`config.mk`:
```
export PLATFORM = sky130hd
export DESIGN_NAME = irq_level_drv
export DESIGN_NICKNAME = d
export VERILOG_FILES = /design/src/rtl/ild_pkg.sv /design/src/rtl/ild_decode.sv /design/src/rtl/ild_line.sv /design/src/rtl/irq_level_drv.sv
export SDC_FILE = /design/constraint.sdc
export NUM_CORES = 1
export LEC_CHECK = 0
export BUFFER_PORTS_ARGS = -buffer_cell sky130_fd_sc_hd__buf_4
export CAP_MARGIN = 30
export CORE_UTILIZATION = 48
export CTS_BUF_LIST = sky130_fd_sc_hd__clkbuf_2 sky130_fd_sc_hd__clkbuf_4 sky130_fd_sc_hd__clkbuf_8
export DETAILED_ROUTE_END_ITERATION = 7
export PLACE_DENSITY = 0.85
export SLEW_MARGIN = 40
export SYNTH_ARGS = -nofsm -noshare
export SYNTH_HDL_FRONTEND = slang
export SYNTH_SLANG_ARGS = --single-unit
```
`constraint.sdc`:
```
create_clock -name clk -period 1.7 [get_ports clk]
set_clock_uncertainty 0.05 [all_clocks]
set_input_delay 0.085 -clock clk [delete_from_list [all_inputs] [get_ports clk]]
set_output_delay 0.085 -clock clk [all_outputs]
set_load 0.01 [all_outputs]
```
`src/rtl/ild_pkg.sv`:
```
`timescale 1ns/1ps
package ild_pkg;

  localparam int unsigned BYTE_W = 8;

  // line number lives in the even-address byte of the big-endian word
  function automatic logic [BYTE_W-1:0] word_line(input logic [15:0] d);
    return d[15:8];
  endfunction

  // level comes from the odd-address byte; absent lane means level zero
  function automatic logic [BYTE_W-1:0] word_level(input logic [15:0] d,
                                                   input logic [1:0]  be);
    return be[0] ? d[7:0] : '0;
  endfunction

  function automatic logic line_in_range(input logic [BYTE_W-1:0] line,
                                         input int unsigned n);
    return 32'(line) < n;
  endfunction

endpackage

```
`src/rtl/ild_decode.sv`:
```
`timescale 1ns/1ps
module ild_decode
  import ild_pkg::*;
#(
  parameter int unsigned NPORT      = 4,
  parameter int unsigned ADDR_W     = 6,
  parameter int unsigned REG_OFFSET = 8
) (
  input  logic              clk,
  input  logic              rst_n,
  input  logic              wr_en,
  input  logic [ADDR_W-1:0] wr_addr,
  input  logic [1:0]        wr_be,
  input  logic [15:0]       wr_data,
  output logic              cmd_hit,
  output logic [BYTE_W-1:0] cmd_line,
  output logic [BYTE_W-1:0] cmd_level,
  output logic [NPORT-1:0]  sel_vec
);
  localparam int unsigned OFF_WORD = REG_OFFSET / 2;

  logic addr_match;
  logic unused_a0;

  assign unused_a0  = wr_addr[0];
  assign addr_match = (wr_addr[ADDR_W-1:1] == (ADDR_W-1)'(OFF_WORD));
  assign cmd_hit    = wr_en && wr_be[1] && addr_match;
  assign cmd_line   = word_line(wr_data);
  assign cmd_level  = word_level(wr_data, wr_be);

  for (genvar i = 0; i < NPORT; i++) begin : g_sel
    assign sel_vec[i] = cmd_hit && (cmd_line == BYTE_W'(i));
  end

  // an out-of-range line number selects nothing
  p_oor_r5: assert property (@(posedge clk) disable iff (!rst_n)
    (cmd_hit && !line_in_range(cmd_line, NPORT)) |-> (sel_vec == '0));

  // a single-lane store carries level zero
  p_single_r3: assert property (@(posedge clk) disable iff (!rst_n)
    (cmd_hit && !wr_be[0]) |-> (cmd_level == '0));

  // at most one line is loaded per write
  p_onehot_r4: assert property (@(posedge clk) disable iff (!rst_n)
    $onehot0(sel_vec));

endmodule

```
`src/rtl/ild_line.sv`:
```
`timescale 1ns/1ps
module ild_line #(
  parameter int unsigned LVL_W = 8
) (
  input  logic             clk,
  input  logic             rst_n,
  input  logic             sel,
  input  logic [LVL_W-1:0] lvl_in,
  output logic [LVL_W-1:0] level_q,
  output logic             irq
);
  always_ff @(posedge clk) begin
    if (!rst_n)   level_q <= '0;
    else if (sel) level_q <= lvl_in;
  end

  assign irq = |level_q;

  // a selected line takes the presented level
  p_load_r2: assert property (@(posedge clk) disable iff (!rst_n)
    sel |=> (level_q == $past(lvl_in)));

  // an unselected line holds its level
  p_hold_r4: assert property (@(posedge clk) disable iff (!rst_n)
    !sel |=> $stable(level_q));

endmodule

```
`src/rtl/irq_level_drv.sv`:
```
`timescale 1ns/1ps
module irq_level_drv
  import ild_pkg::*;
#(
  parameter int unsigned NPORT      = 4,
  parameter int unsigned LVL_W      = 8,
  parameter int unsigned ADDR_W     = 6,
  parameter int unsigned REG_OFFSET = 8
) (
  input  logic                   clk,
  input  logic                   rst_n,
  input  logic                   wr_en,
  input  logic [ADDR_W-1:0]      wr_addr,
  input  logic [1:0]             wr_be,
  input  logic [15:0]            wr_data,
  output logic [NPORT*LVL_W-1:0] lvl_out,
  output logic [NPORT-1:0]       irq_out
);
  localparam int unsigned OFF_WORD = REG_OFFSET / 2;

  logic              cmd_hit;
  logic [BYTE_W-1:0] cmd_line;
  logic [BYTE_W-1:0] cmd_level;
  logic [NPORT-1:0]  sel_vec;
  logic [LVL_W-1:0]  lvl_trunc;
  logic              unused_lvl;

  ild_decode #(
    .NPORT(NPORT), .ADDR_W(ADDR_W), .REG_OFFSET(REG_OFFSET)
  ) u_dec (
    .clk(clk), .rst_n(rst_n), .wr_en(wr_en), .wr_addr(wr_addr),
    .wr_be(wr_be), .wr_data(wr_data), .cmd_hit(cmd_hit),
    .cmd_line(cmd_line), .cmd_level(cmd_level), .sel_vec(sel_vec)
  );

  // keep the low LVL_W bits of the level byte
  assign lvl_trunc  = cmd_level[LVL_W-1:0];
  assign unused_lvl = ^{cmd_level, cmd_hit, cmd_line};

  for (genvar i = 0; i < NPORT; i++) begin : g_line
    ild_line #(.LVL_W(LVL_W)) u_line (
      .clk(clk), .rst_n(rst_n), .sel(sel_vec[i]), .lvl_in(lvl_trunc),
      .level_q(lvl_out[i*LVL_W +: LVL_W]), .irq(irq_out[i])
    );
  end

  // reset clears all lines
  p_reset_r1: assert property (@(posedge clk)
    !rst_n |=> (lvl_out == '0 && irq_out == '0));

  // no write at the register leaves outputs unchanged
  p_miss_r6: assert property (@(posedge clk) disable iff (!rst_n)
    !(wr_en && wr_addr[ADDR_W-1:1] == (ADDR_W-1)'(OFF_WORD))
      |=> $stable(lvl_out));

  // odd lane alone is not a command
  p_lane_r7: assert property (@(posedge clk) disable iff (!rst_n)
    (wr_en && wr_be == 2'b01) |=> $stable(lvl_out));

endmodule

```
After elaboration in Yosys (flattened, before gate mapping)
Index checks and enable logic that the tools add are counted.

storage, ports and cells
  register bits = 32
  bits in latches = 0
  bits in writable memories = 0
  bits in read-only memories = 0
  bits of input ports = 27
  output and inout port bits = 36
  word-level logic and storage cells = 20
  memories = 0

cells by class
  $add $sub $neg = 0
  $mul = 0
  divide/modulo/power cells = 0
  magnitude comparators = 0
  equal/unequal tests = 4
  shift operators = 0
  mux-type cells = 1
  bitwise gates (word level) = 0
  reduce and logical (&&, ||, !) cells = 11

operator list
  kind                number
  $reduce_or 8->1     4
  $eq 8x2->1 const B  2
  $eq 8x1->1 const B  1
  $logic_not 8->1     1
  $mux 8              1
  $logic_and 1x1->1   6
  $eq 5x3->1 const B  1

Logic depth before layout (Yosys ltp)
Gate-level depths: netlist of run 1.

  word-level depth = 3
  mapped depth = 5
  depth with buffers taken out = 3

Cells and area by module
Synthesis of run 1 repeated with hierarchy kept, for this count alone.

second synthesis, totals
  cells, all modules = 140
  area total of the unflattened synthesis = 1483.9 um^2

by module, submodules not included
  module      instances  cells each  area an instance (um^2)  sequential area each (um^2)
  ild_line    4          28          317.8                    160.2
  ild_decode  1          28          212.7                    0.0

Worst setup path after synthesis of run 1
OpenSTA, ideal clock, no wires.

  kind = input to register
  from = in wr_data[11]
  to = reg g_line[2].u_line.level_q[0]
  data arrival time = 1123 ps
  slack = 455 ps
  stages = 4
  path through = nor4_4 and4_1 buf_6 mux2i_1

on the way
  word-level cells in the longest chain between the ends = 2

ends and longest elaborated chain
  item                    RTL line             RTL
  start: declaration      irq_level_drv.sv:15  input logic [15:0] wr_data,
  $eq 8x2->1              ild_decode.sv:32     assign sel_vec[i] = cmd_hit && (cmd_line == BYTE_W'(i));
  $logic_and 1x1->1       ild_decode.sv:32
  end signal: assignment  ild_line.sv:14       else if (sel) level_q <= lvl_in;
  end: declaration        ild_line.sv:9        output logic [LVL_W-1:0] level_q,

No other way between the ends.
A chain may end at the register's enable or synchronous reset.

Worst setup path after layout of run 1
  from = reg g_line[1].u_line.level_q[3]
  to = out irq_out[1]

on the way
  word-level cells in the longest chain between the ends = 1

ends and longest elaborated chain
  item                      RTL line             RTL
  start: declaration        ild_line.sv:9
  start signal: assignment  ild_line.sv:14
  $reduce_or 8->1           ild_line.sv:17       assign irq = |level_q;
  end: declaration          irq_level_drv.sv:17  output logic [NPORT-1:0] irq_out

No other way between the ends.

==> run_results.csv, run 1 <==
group,metric,value,unit
run_status,status,"finished, final reports clean",
worst_setup_path,crit_buf_inv,1,
worst_setup_path,worstPathCellList,"nor4_1, nand2_1, buf_4",
clocking,holdBufCountCts,0,
worst_setup_path,cp_max_fo,3,
logic_synthesis,synth_top_area_frac,0.456,
global_routing,met1_usage,0.257,
routing,drt_iter0_drc,41,
logic_synthesis,synth.avg_cell_area,10.1,um2
placement,gp_congestion,0.727,
worst_setup_path,reg2reg_depth,2,
min_path,hold_end,"g_line[3].u_line.level_q[5]",
worst_setup_path,crit_arrival,1300,ps
timing,tightest_slew,547,ps
final_layout,largest_reg_flops,32,
min_path,hp-start,"wr_data[5]",
routing,via_count,1246,
routing,avgViaCountPerCell,5.37,
worst_setup_path,cp-end-kind,"output pin",
clocking,clkSlewWorstSetupHoldPaths,100,ps
flow_run,drv_cap,0,
floorplanning,core_area,2760,um2
timing,fmax,0.697,GHz
clocking,clk_latency,330,ps
worst_setup_path,timing.rr.end,"g_line[1].u_line.level_q[6]",
worst_setup_path,cp.required,1560,ps
timing,hold_viol,0,
routing,routed_wl,3410,um
worst_setup_path,startpoint_type,"flop",
floorplanning,initial_utilization,0.510,
worst_setup_path,crit_path_max_incr_delay,380,ps
final_layout,final_cell_mix,"65 x buf_4, 44 x nand2_1, 32 x mux2i_1, 32 x dfxtp_1, 9 x nor4_1",
final_layout,final_common_cell,"buf_4",
clocking,post_cts_resized,0,
clocking,cts_tree,"yes",
final_layout,fill_cells,223,
placement,portBuffers,61,
floorplanning,die_y,56.1,um
power,ir_worst_vdd,0.747,mV
timing,slew_violations,0,
final_layout,reg.largest.list,"g_line.u_line.level_q (32)",
routing,drc_errors,0,
final_layout,layout.nets,227,
worst_setup_path,rr_startpoint,"g_line[1].u_line.level_q[6]",
worst_setup_path,cp_top_family,"simple AND/OR/NAND/NOR gates",
logic_synthesis,yosys.area.top_type,"dfxtp_1",
final_layout,top_register,"g_line.u_line.level_q",
logic_synthesis,ys_ff_latch,32,
power,p_leak,1.02,nW
min_path,hp-class,"in -> reg",
global_routing,grt_max_degree,33,
final_layout,synthToLayoutAreaGrowth,37.6,%
final_layout,diodes,0,
power,power.density,687,nW/um2
clocking,clock_sinks,32,
min_path,hold_depth,3,
logic_synthesis,netlist_instances,139,
final_layout,drive_gt1_frac,0.388,
global_routing,gr-total-overflow,0,
clocking,cts_max_path_buffers,2,
timing,rsz0062_at_grt,"false",
final_layout,final_util,0.702,
logic_synthesis,synth_area_leaders,"dfxtp_1 46%, mux2i_1 23%, nand2_1 12%",
placement,dp.final_hpwl,2570,um
global_routing,grt_use_met3,0.0698,
global_routing,grt_busiest_layer,"met2",
global_routing,antenna_found_initial,0,
global_routing,grt_pass1_vias,1257,
logic_synthesis,syn_area,1410,um2
worst_setup_path,timing_worst_setup_path_type,"reg -> out",
logic_synthesis,yosys_warnings,0,
logic_synthesis,ys_seq_area_frac,0.456,
global_routing,track_usage,0.236,
routing,first_pass_iters,4,
clocking,root_buffer,"clkbuf_4",
global_routing,grt_use_met2,0.420,
timing,setup_violations,0,
clocking,h-tree-depth,2,
worst_setup_path,slowest_stage,"nor4_1",
routing,ant_nets,0,
timing,tns,0,ps
timing,fin_crit_sh,0.843,
global_routing,grt_pass1_wl,5640,um
clocking,numCtsBuffers,5,
worst_setup_path,r2r_slack,990,ps
floorplanning,die-area,3150,um2
logic_synthesis,syn_nets,166,
logic_synthesis,synth_cell_types,15,
timing,maxSlewHeadroom,0.630,
timing,fin_crit,1430,ps
routing,wire_per_inst,14.7,um
clocking,cts_setup_buffers,0,
floorplanning,pin_count,63,
floorplanning,row_count,19,
floorplanning,die_w,56.1,um
worst max path at each step:
stage,start,to,slack (ps),cells after the start
3_3_place_gp,wr_addr[1],g_line[2].u_line.level_q[0],350,4
6_report,g_line[1].u_line.level_q[3],irq_out[1],270,3
2_1_floorplan,wr_data[11],g_line[2].u_line.level_q[0],450,4
3_5_place_dp,wr_data[9],g_line[1].u_line.level_q[6],320,4
5_1_grt,g_line[1].u_line.level_q[3],irq_out[1],190,3
4_1_cts,g_line[1].u_line.level_q[3],irq_out[1],270,3
per-stage QoR:
step | worst slack [ps] | total power [mW] | std cells | instance area, um2 | hold WS [ps]
floorplan | 455 | 0.802 | 139 | 1410 | 239
CTS | 265 | 1.33 | 232 | 1940 | 45.1
global route | 195 | 1.39 | 232 | 1940 | 77.8
finish | 266 | 1.33 | 232 | 1940 | 58.9
detailed placement | 315 | 0.866 | 224 | 1870 | 408
global placement | 348 | 0.862 | 224 | 1870 | 399
area by class of cell:
type                            count  area, um2  share of cell area
Tap cell                           31       38.8              0.0200
Multi-Input combinational cell     96        702               0.363
Sequential cell                    32        641               0.331
Clock buffer                        7       58.8              0.0304
Clock inverter                      1       7.51             0.00388
Timing Repair Buffer               65        488               0.252
tightest hold or removal path, delay by kind of cell:
kind / cells / cell delay [ps]
AND/OR/NAND/NOR: 1 / 110
multiplexers: 1 / 140
buffers and inverters: 1 / 80
kinds of logic after synthesis:
| logic type | after synthesis | share of synthesized area |
|---|---|---|
| AND/OR/NAND/NOR | 64 | 0.271 |
| multiplexers | 32 | 0.228 |
| flip-flops | 32 | 0.456 |
| buffers and inverters | 11 | 0.0454 |
per-layer routing:
| layer | vias to the layer above | part of all wire |
|---|---|---|
| met5 | - | 0 |
| met4 | 0 | 0.018 |
| met3 | 6 | 0.059 |
| met2 | 41 | 0.51 |
| met1 | 598 | 0.41 |
| li1 | 601 | - |
cell usage after synthesis:
library cell / number
nand2_1: 44
dfxtp_1: 32
mux2i_1: 32
nor4_1: 9
clkbuf_1: 6
buf_4: 4
nand4_4: 3
nor4b_1: 2
and2_1: 1
and3b_1: 1
and4_1: 1
buf_6: 1
nor4_4: 1
nor4b_4: 1
nor4bb_1: 1
power by group:
group / switching [mW] / internal [mW] / total [mW]
clock network: 0.264 / 0.218 / 0.482
registers: 0.00000940 / 0.749 / 0.749
logic: 0.0485 / 0.0506 / 0.0991
total: 0.313 / 1.02 / 1.33
(Power assumes the default switching activity.)
==> run 2: changes to the inputs <==
Settings changed: ABC_AREA set to 1, CORE_UTILIZATION 48 to 50.
Clock period 1.7 ns to 1.42 ns, I/O delays scaled along.
==> run 2 against run 1 <==
- combinational power increased by 43%
- sequential cell count unchanged
- synthesized area increased by 17%
- die area increased by 12%
- final cell count increased by 51%
- power increased by 15%
- critical path depth unchanged
- worst setup slack got worse by 190 ps
- register-to-register slack got worse by 320 ps
- critical path type unchanged
==> run_results.csv, run 2 <==
group,metric,value,unit
routing,routed_wl,3870,um
logic_synthesis,synth_cell_types,16,
min_path,hold_depth,3,
timing,maxSlewHeadroom,0.737,
worst_setup_path,rr_startpoint,"g_line[0].u_line.level_q[5]",
worst_setup_path,timing.rr.end,"g_line[0].u_line.level_q[5]",
timing,slew_violations,0,
logic_synthesis,synth.avg_cell_area,6.58,um2
timing,fin_crit,1350,ps
global_routing,track_usage,0.251,
power,netSwitchingFraction,0.239,
floorplanning,core_area,3100,um2
power,ir_worst_vdd,0.421,mV
clocking,clk_latency,320,ps
global_routing,grt_pass1_vias,1509,
clocking,holdBufCountCts,0,
clocking,root_buffer,"clkbuf_4",
routing,via_count,1681,
run_status,status,"finished, final reports clean",
min_path,hp-start,"rst_n",
global_routing,grt_use_met2,0.403,
final_layout,synthToLayoutAreaGrowth,29.8,%
placement,dp.final_hpwl,2820,um
worst_setup_path,worstPathCellList,"nor4_1, nand2_1, buf_4",
timing,tightest_slew,394,ps
routing,avgViaCountPerCell,4.79,
floorplanning,die_y,59.5,um
worst_setup_path,crit_path_max_incr_delay,330,ps
logic_synthesis,ys_seq_area_frac,0.388,
logic_synthesis,syn_nets,278,
global_routing,grt_pass1_wl,6490,um
routing,drc_errors,0,
final_layout,final_cell_mix,"63 x nand2_1, 63 x buf_4, 51 x nor2_1, 32 x dfxtp_1, 26 x inv_1",
worst_setup_path,cp_max_fo,3,
logic_synthesis,yosys.area.top_type,"dfxtp_1",
clocking,clock_sinks,32,
timing,hold_ws,75.2,ps
worst_setup_path,timing_worst_setup_path_type,"reg -> out",
power,p_comb_frac,0.093,
timing,setup_violations,0,
min_path,hp-class,"in -> reg",
final_layout,reg.largest.list,"g_line.u_line.level_q (32)",
logic_synthesis,synth_edf_count,0,
power,p_switching,0.364,mW
clocking,cts_tree,"yes",
routing,drt_iter0_drc,100,
power,power,1.53,mW
worst_setup_path,cp.required,1300,ps
floorplanning,die-area,3530,um2
worst_setup_path,cp-end-kind,"output pin",
clocking,post_cts_resized,0,
logic_synthesis,synth_common_cells,"63 x nand2_1, 51 x nor2_1, 32 x dfxtp_1, 26 x inv_1, 22 x nand3_1",
final_layout,largest_reg_flops,32,
clocking,clkSlewWorstSetupHoldPaths,90,ps
global_routing,gr-total-overflow,0,
routing,first_pass_iters,4,
worst_setup_path,slowest_stage,"dfxtp_1",
power,p_leak,1.15,nW
power,power.density,712,nW/um2
logic_synthesis,synth_flop_cell,"dfxtp_1",
timing,fmax,0.742,GHz
power,pwr-share-clk,0.319,
floorplanning,row_count,20,
placement,gp_congestion,0.794,
logic_synthesis,ys_ff_latch,32,
global_routing,antenna_found_initial,0,
timing,tns,0,ps
clocking,cts_max_path_buffers,2,
timing,fin_crit_sh,0.949,
final_layout,top_register,"g_line.u_line.level_q",
min_path,hold_end,"g_line[1].u_line.level_q[5]",
global_routing,grt_max_degree,33,
final_layout,layout.nets,334,
timing,hold_viol,0,
flow_run,drv_cap,0,
logic_synthesis,syn_area,1650,um2
clocking,h-tree-depth,2,
final_layout,drive_gt1_frac,0.274,
global_routing,grt_use_met3,0.0546,
global_routing,grt_busiest_layer,"met2",
power,p_int,1.16,mW
logic_synthesis,yosys_warnings,0,
logic_synthesis,async_flop_share,0,
worst_setup_path,r2r_slack,670,ps
logic_synthesis,synth_top_area_frac,0.388,
clocking,numCtsBuffers,5,
logic_synthesis,synth.most_common_cell,"nand2_1",
worst_setup_path,startpoint_type,"flop",
logic_synthesis,synth_area_leaders,"dfxtp_1 39%, nand2_1 14%, nor2_1 12%",
floorplanning,pin_count,63,
routing,wire_per_inst,11.0,um
floorplanning,initial_utilization,0.532,
worst_setup_path,crit_arrival,1230,ps
floorplanning,die_w,59.5,um
timing,rsz0062_at_grt,"false",
global_routing,met1_usage,0.317,
final_layout,diodes,0,
placement,portBuffers,61,
power,seqPwrFrac,0.588,
clocking,cts_setup_buffers,0,
routing,ant_nets,0,
logic_synthesis,netlist_instances,251,
worst_setup_path,reg2reg_depth,4,
-- run 2: power by group through the flow --
| stage | clock network, mW | logic (mW) | registers, mW |
|---|---|---|---|
| after global routing | 0.541 | 0.158 | 0.897 |
| after CTS | 0.503 | 0.141 | 0.897 |
| final | 0.487 | 0.142 | 0.897 |
| after global placement | 0 | 0.139 | 0.918 |
| after floorplan | 0 | 0.0679 | 0.918 |
| after detailed placement | 0 | 0.141 | 0.918 |
-- run 2: kinds of logic after synthesis --
kind of cell	count (synthesis)	share of synthesized area
AOI/OAI and AO/OA	21	0.0637
DFF	32	0.388
and+or+nand+nor	157	0.421
buffers and inverters	41	0.127
-- run 2: metal layers --
metal / wire, um / share of wire
met1: 1750 / 0.45
met3: 340 / 0.088
met5: 0 / 0
met2: 1760 / 0.46
met4: 19 / 0.0049
-- run 2: worst max path at each step --
| stage | start | to | slack (ps) |
|---|---|---|---|
| 2_1_floorplan | wr_data[15] | g_line[3].u_line.level_q[0] | 450 |
| 3_3_place_gp | wr_data[15] | g_line[1].u_line.level_q[5] | 190 |
| 3_5_place_dp | wr_data[15] | g_line[1].u_line.level_q[6] | 180 |
| 4_1_cts | g_line[0].u_line.level_q[0] | irq_out[0] | 60 |
| 5_1_grt | g_line[0].u_line.level_q[1] | irq_out[0] | 20 |
| 6_report | g_line[0].u_line.level_q[0] | irq_out[0] | 70 |
-- run 2: layout make-up --
type / instances / area, um2
clock buffer: 6 / 45.0
clock inverter: 1 / 5.00
fill: 302 / 961
inverter: 26 / 97.6
multi-input combinational: 178 / 806
sequential: 32 / 641
tap: 44 / 55.1
timing repair buffer: 64 / 493
-- run 2: worst max-delay path: cells and delay by family, from the launching register on --
family	cells	cell delay, ps
buffers and inverters	1	150
flip-flops	1	330
AND/OR/NAND/NOR	2	420
-- run 2: per-stage QoR --
step | area (um2) | util | setup WS [ps] | instances
5_1_grt | 2140 | 0.690 | 16.6 | 351
6_report | 2140 | 0.690 | 72.1 | 351
2_1_floorplan | 1650 | - | 450 | 251
3_5_place_dp | 2090 | 0.672 | 181 | 344
3_3_place_gp | 2090 | 0.672 | 193 | 344
4_1_cts | 2140 | 0.688 | 62.3 | 351
==> run 3: changes to the inputs <==
Settings changed: ABC_AREA 1 to unset, CORE_UTILIZATION 50 to 48.
==> run 3 against run 2 <==
- sequential cell count unchanged
- clock-buffer cell count up 1
- design area fell by 7.0%
- critical path type unchanged
- fmax down 1.4%
==> run_results.csv, run 3 (same netlist as run 1, synthesis figures left out) <==
group,metric,value,unit
timing,tightest_slew,309,ps
final_layout,fill_cells,218,
final_layout,reg.largest.list,"g_line.u_line.level_q (32)",
placement,portBuffers,61,
flow_run,drv_cap,0,
clocking,post_cts_resized,0,
clocking,holdBufCountCts,0,
worst_setup_path,slowest_stage,"dfxtp_1",
timing,fin_crit,1370,ps
power,p_leak,1.06,nW
worst_setup_path,cp.required,1300,ps
routing,drt_iter0_drc,34,
worst_setup_path,timing.rr.end,"g_line[1].u_line.level_q[6]",
min_path,hp-start,"wr_data[5]",
floorplanning,pin_count,63,
worst_setup_path,cp-end-kind,"output pin",
routing,met2_length,1780,um
worst_setup_path,reg2reg_depth,2,
clocking,cts_setup_buffers,0,
clocking,clk_latency,330,ps
global_routing,grt_pass1_wl,5800,um
timing,postLayoutSetupSlackWorst,53.4,ps
final_layout,top_register,"g_line.u_line.level_q",
timing,setup_violations,0,
final_layout,multi_input_area,729,um2
final_layout,final_cell_mix,"69 x buf_4, 44 x nand2_1, 32 x mux2i_1, 32 x dfxtp_1, 6 x nor4_1",
placement,gp_congestion,0.768,
worst_setup_path,rr_startpoint,"g_line[1].u_line.level_q[6]",
clocking,clkSlewWorstSetupHoldPaths,90,ps
worst_setup_path,cp_max_fo,3,
min_path,hold_depth,3,
final_layout,largest_reg_flops,32,
placement,dp_slack,161,ps
routing,wl_met3,180,um
clocking,h-tree-depth,2,
timing,slew_violations,0,
routing,via_count,1260,
final_layout,layout.nets,231,
worst_setup_path,worstPathCellList,"nor4_1, nand2_1, buf_4",
routing,drc_errors,0,
min_path,hp-class,"in -> reg",
floorplanning,initial_utilization,0.510,
worst_setup_path,crit_path_max_incr_delay,350,ps
final_layout,ff_latch_area,641,um2
worst_setup_path,startpoint_type,"flop",
floorplanning,core_area,2760,um2
routing,first_pass_iters,4,
routing,routed_wl,3460,um
timing,rsz0062_at_grt,"false",
power,power.density,801,nW/um2
timing,tns,0,ps
clocking,clock_sinks,32,
routing,avgViaCountPerCell,5.36,
min_path,hold_end,"g_line[3].u_line.level_q[5]",
global_routing,track_usage,0.244,
floorplanning,die-area,3150,um2
power,power,1.60,mW
global_routing,antenna_found_initial,0,
worst_setup_path,crit_buf_inv,1,
clocking,root_buffer,"clkbuf_4",
final_layout,synthToLayoutAreaGrowth,41.6,%
worst_setup_path,cp_top_family,"simple AND/OR/NAND/NOR gates",
run_status,status,"finished, final reports clean",
global_routing,grt_pass1_vias,1293,
routing,top_layer,"met4",
final_layout,final_common_cell,"buf_4",
worst_setup_path,crit_arrival,1250,ps
timing,fin_crit_sh,0.962,
power,ir_worst_vdd,0.762,mV
routing,wire_per_inst,14.7,um
worst_setup_path,r2r_slack,640,ps
worst_setup_path,timing_worst_setup_path_type,"reg -> out",
final_layout,drive_gt1_frac,0.412,
floorplanning,row_count,19,
timing,hold_viol,0,
placement,dp.final_hpwl,2640,um
clocking,numCtsBuffers,5,
timing,fmax,0.732,GHz
floorplanning,die_w,56.1,um
clocking,cts_max_path_buffers,2,
timing,maxSlewHeadroom,0.794,
routing,ant_nets,0,
final_layout,diodes,0,
routing,met1Wirelength,1410,um
floorplanning,die_y,56.1,um
timing,hold_ws,53.0,ps
global_routing,grt_max_degree,33,
global_routing,gr-total-overflow,0,
clocking,cts_tree,"yes",
-- run 3: cell count changes in the layout (fill, tap and decap cells not counted), moves of 2 or more --
| cell | change |
|---|---|
| a21oi_1 | -21 |
| buf_4 | +6 |
| clkbuf_8 | +2 |
| inv_1 | -26 |
| mux2i_1 | +32 |
| nand2_1 | -19 |
| nand2_2 | -5 |
| nand3_1 | -22 |
| nand4_4 | +3 |
| nor2_1 | -51 |
| nor2_2 | -4 |
| nor2_4 | -2 |
| nor4_4 | +2 |
| nor4b_1 | +2 |
-- run 3: worst max-delay path by stage --
stage	from	cells after the start	to
global route	g_line[3].u_line.level_q[4]	3	irq_out[3]
detailed placement	wr_data[11]	5	g_line[1].u_line.level_q[4]
global placement	wr_data[11]	5	g_line[0].u_line.level_q[1]
finish	g_line[2].u_line.level_q[5]	3	irq_out[2]
floorplan	wr_data[11]	4	g_line[2].u_line.level_q[0]
CTS	g_line[1].u_line.level_q[3]	3	irq_out[1]
-- run 3: metrics by stage --
stage,std cells,area (um2),util
floorplan,139,1410,-
global placement,228,1900,0.689
detailed placement,228,1900,0.689
CTS,235,1960,0.712
global route,235,1990,0.722
finish,235,1990,0.722
-- run 3: tightest hold or removal path: cells and delay by family --
kind | cells | cell delay [ps]
and+or+nand+nor | 1 | 110
buffers and inverters | 1 | 80
muxes | 1 | 140
-- run 3: layout make-up --
| class | count | share of cell area |
|---|---|---|
| flip-flops and latches | 32 | 0.322 |
| multi-input cells | 96 | 0.366 |
| repair buffers | 69 | 0.260 |
| well taps | 31 | 0.0195 |
| clock buffers | 7 | 0.0327 |
-- run 3: power breakdown --
part / leakage, nW / internal, mW / total [mW] / switching (mW)
logic: 0.763 / 0.0631 / 0.122 / 0.0584
registers: 0.258 / 0.897 / 0.897 / 0.0000129
clock network: 0.0374 / 0.280 / 0.578 / 0.298
total: 1.06 / 1.24 / 1.60 / 0.356
-- run 3: layer usage --
layer	GRT usage	up-vias
li1	-	607
met1	0.278	601
met2	0.427	43
met4	0.0941	0
met5	0	-
met3	0.0721	9
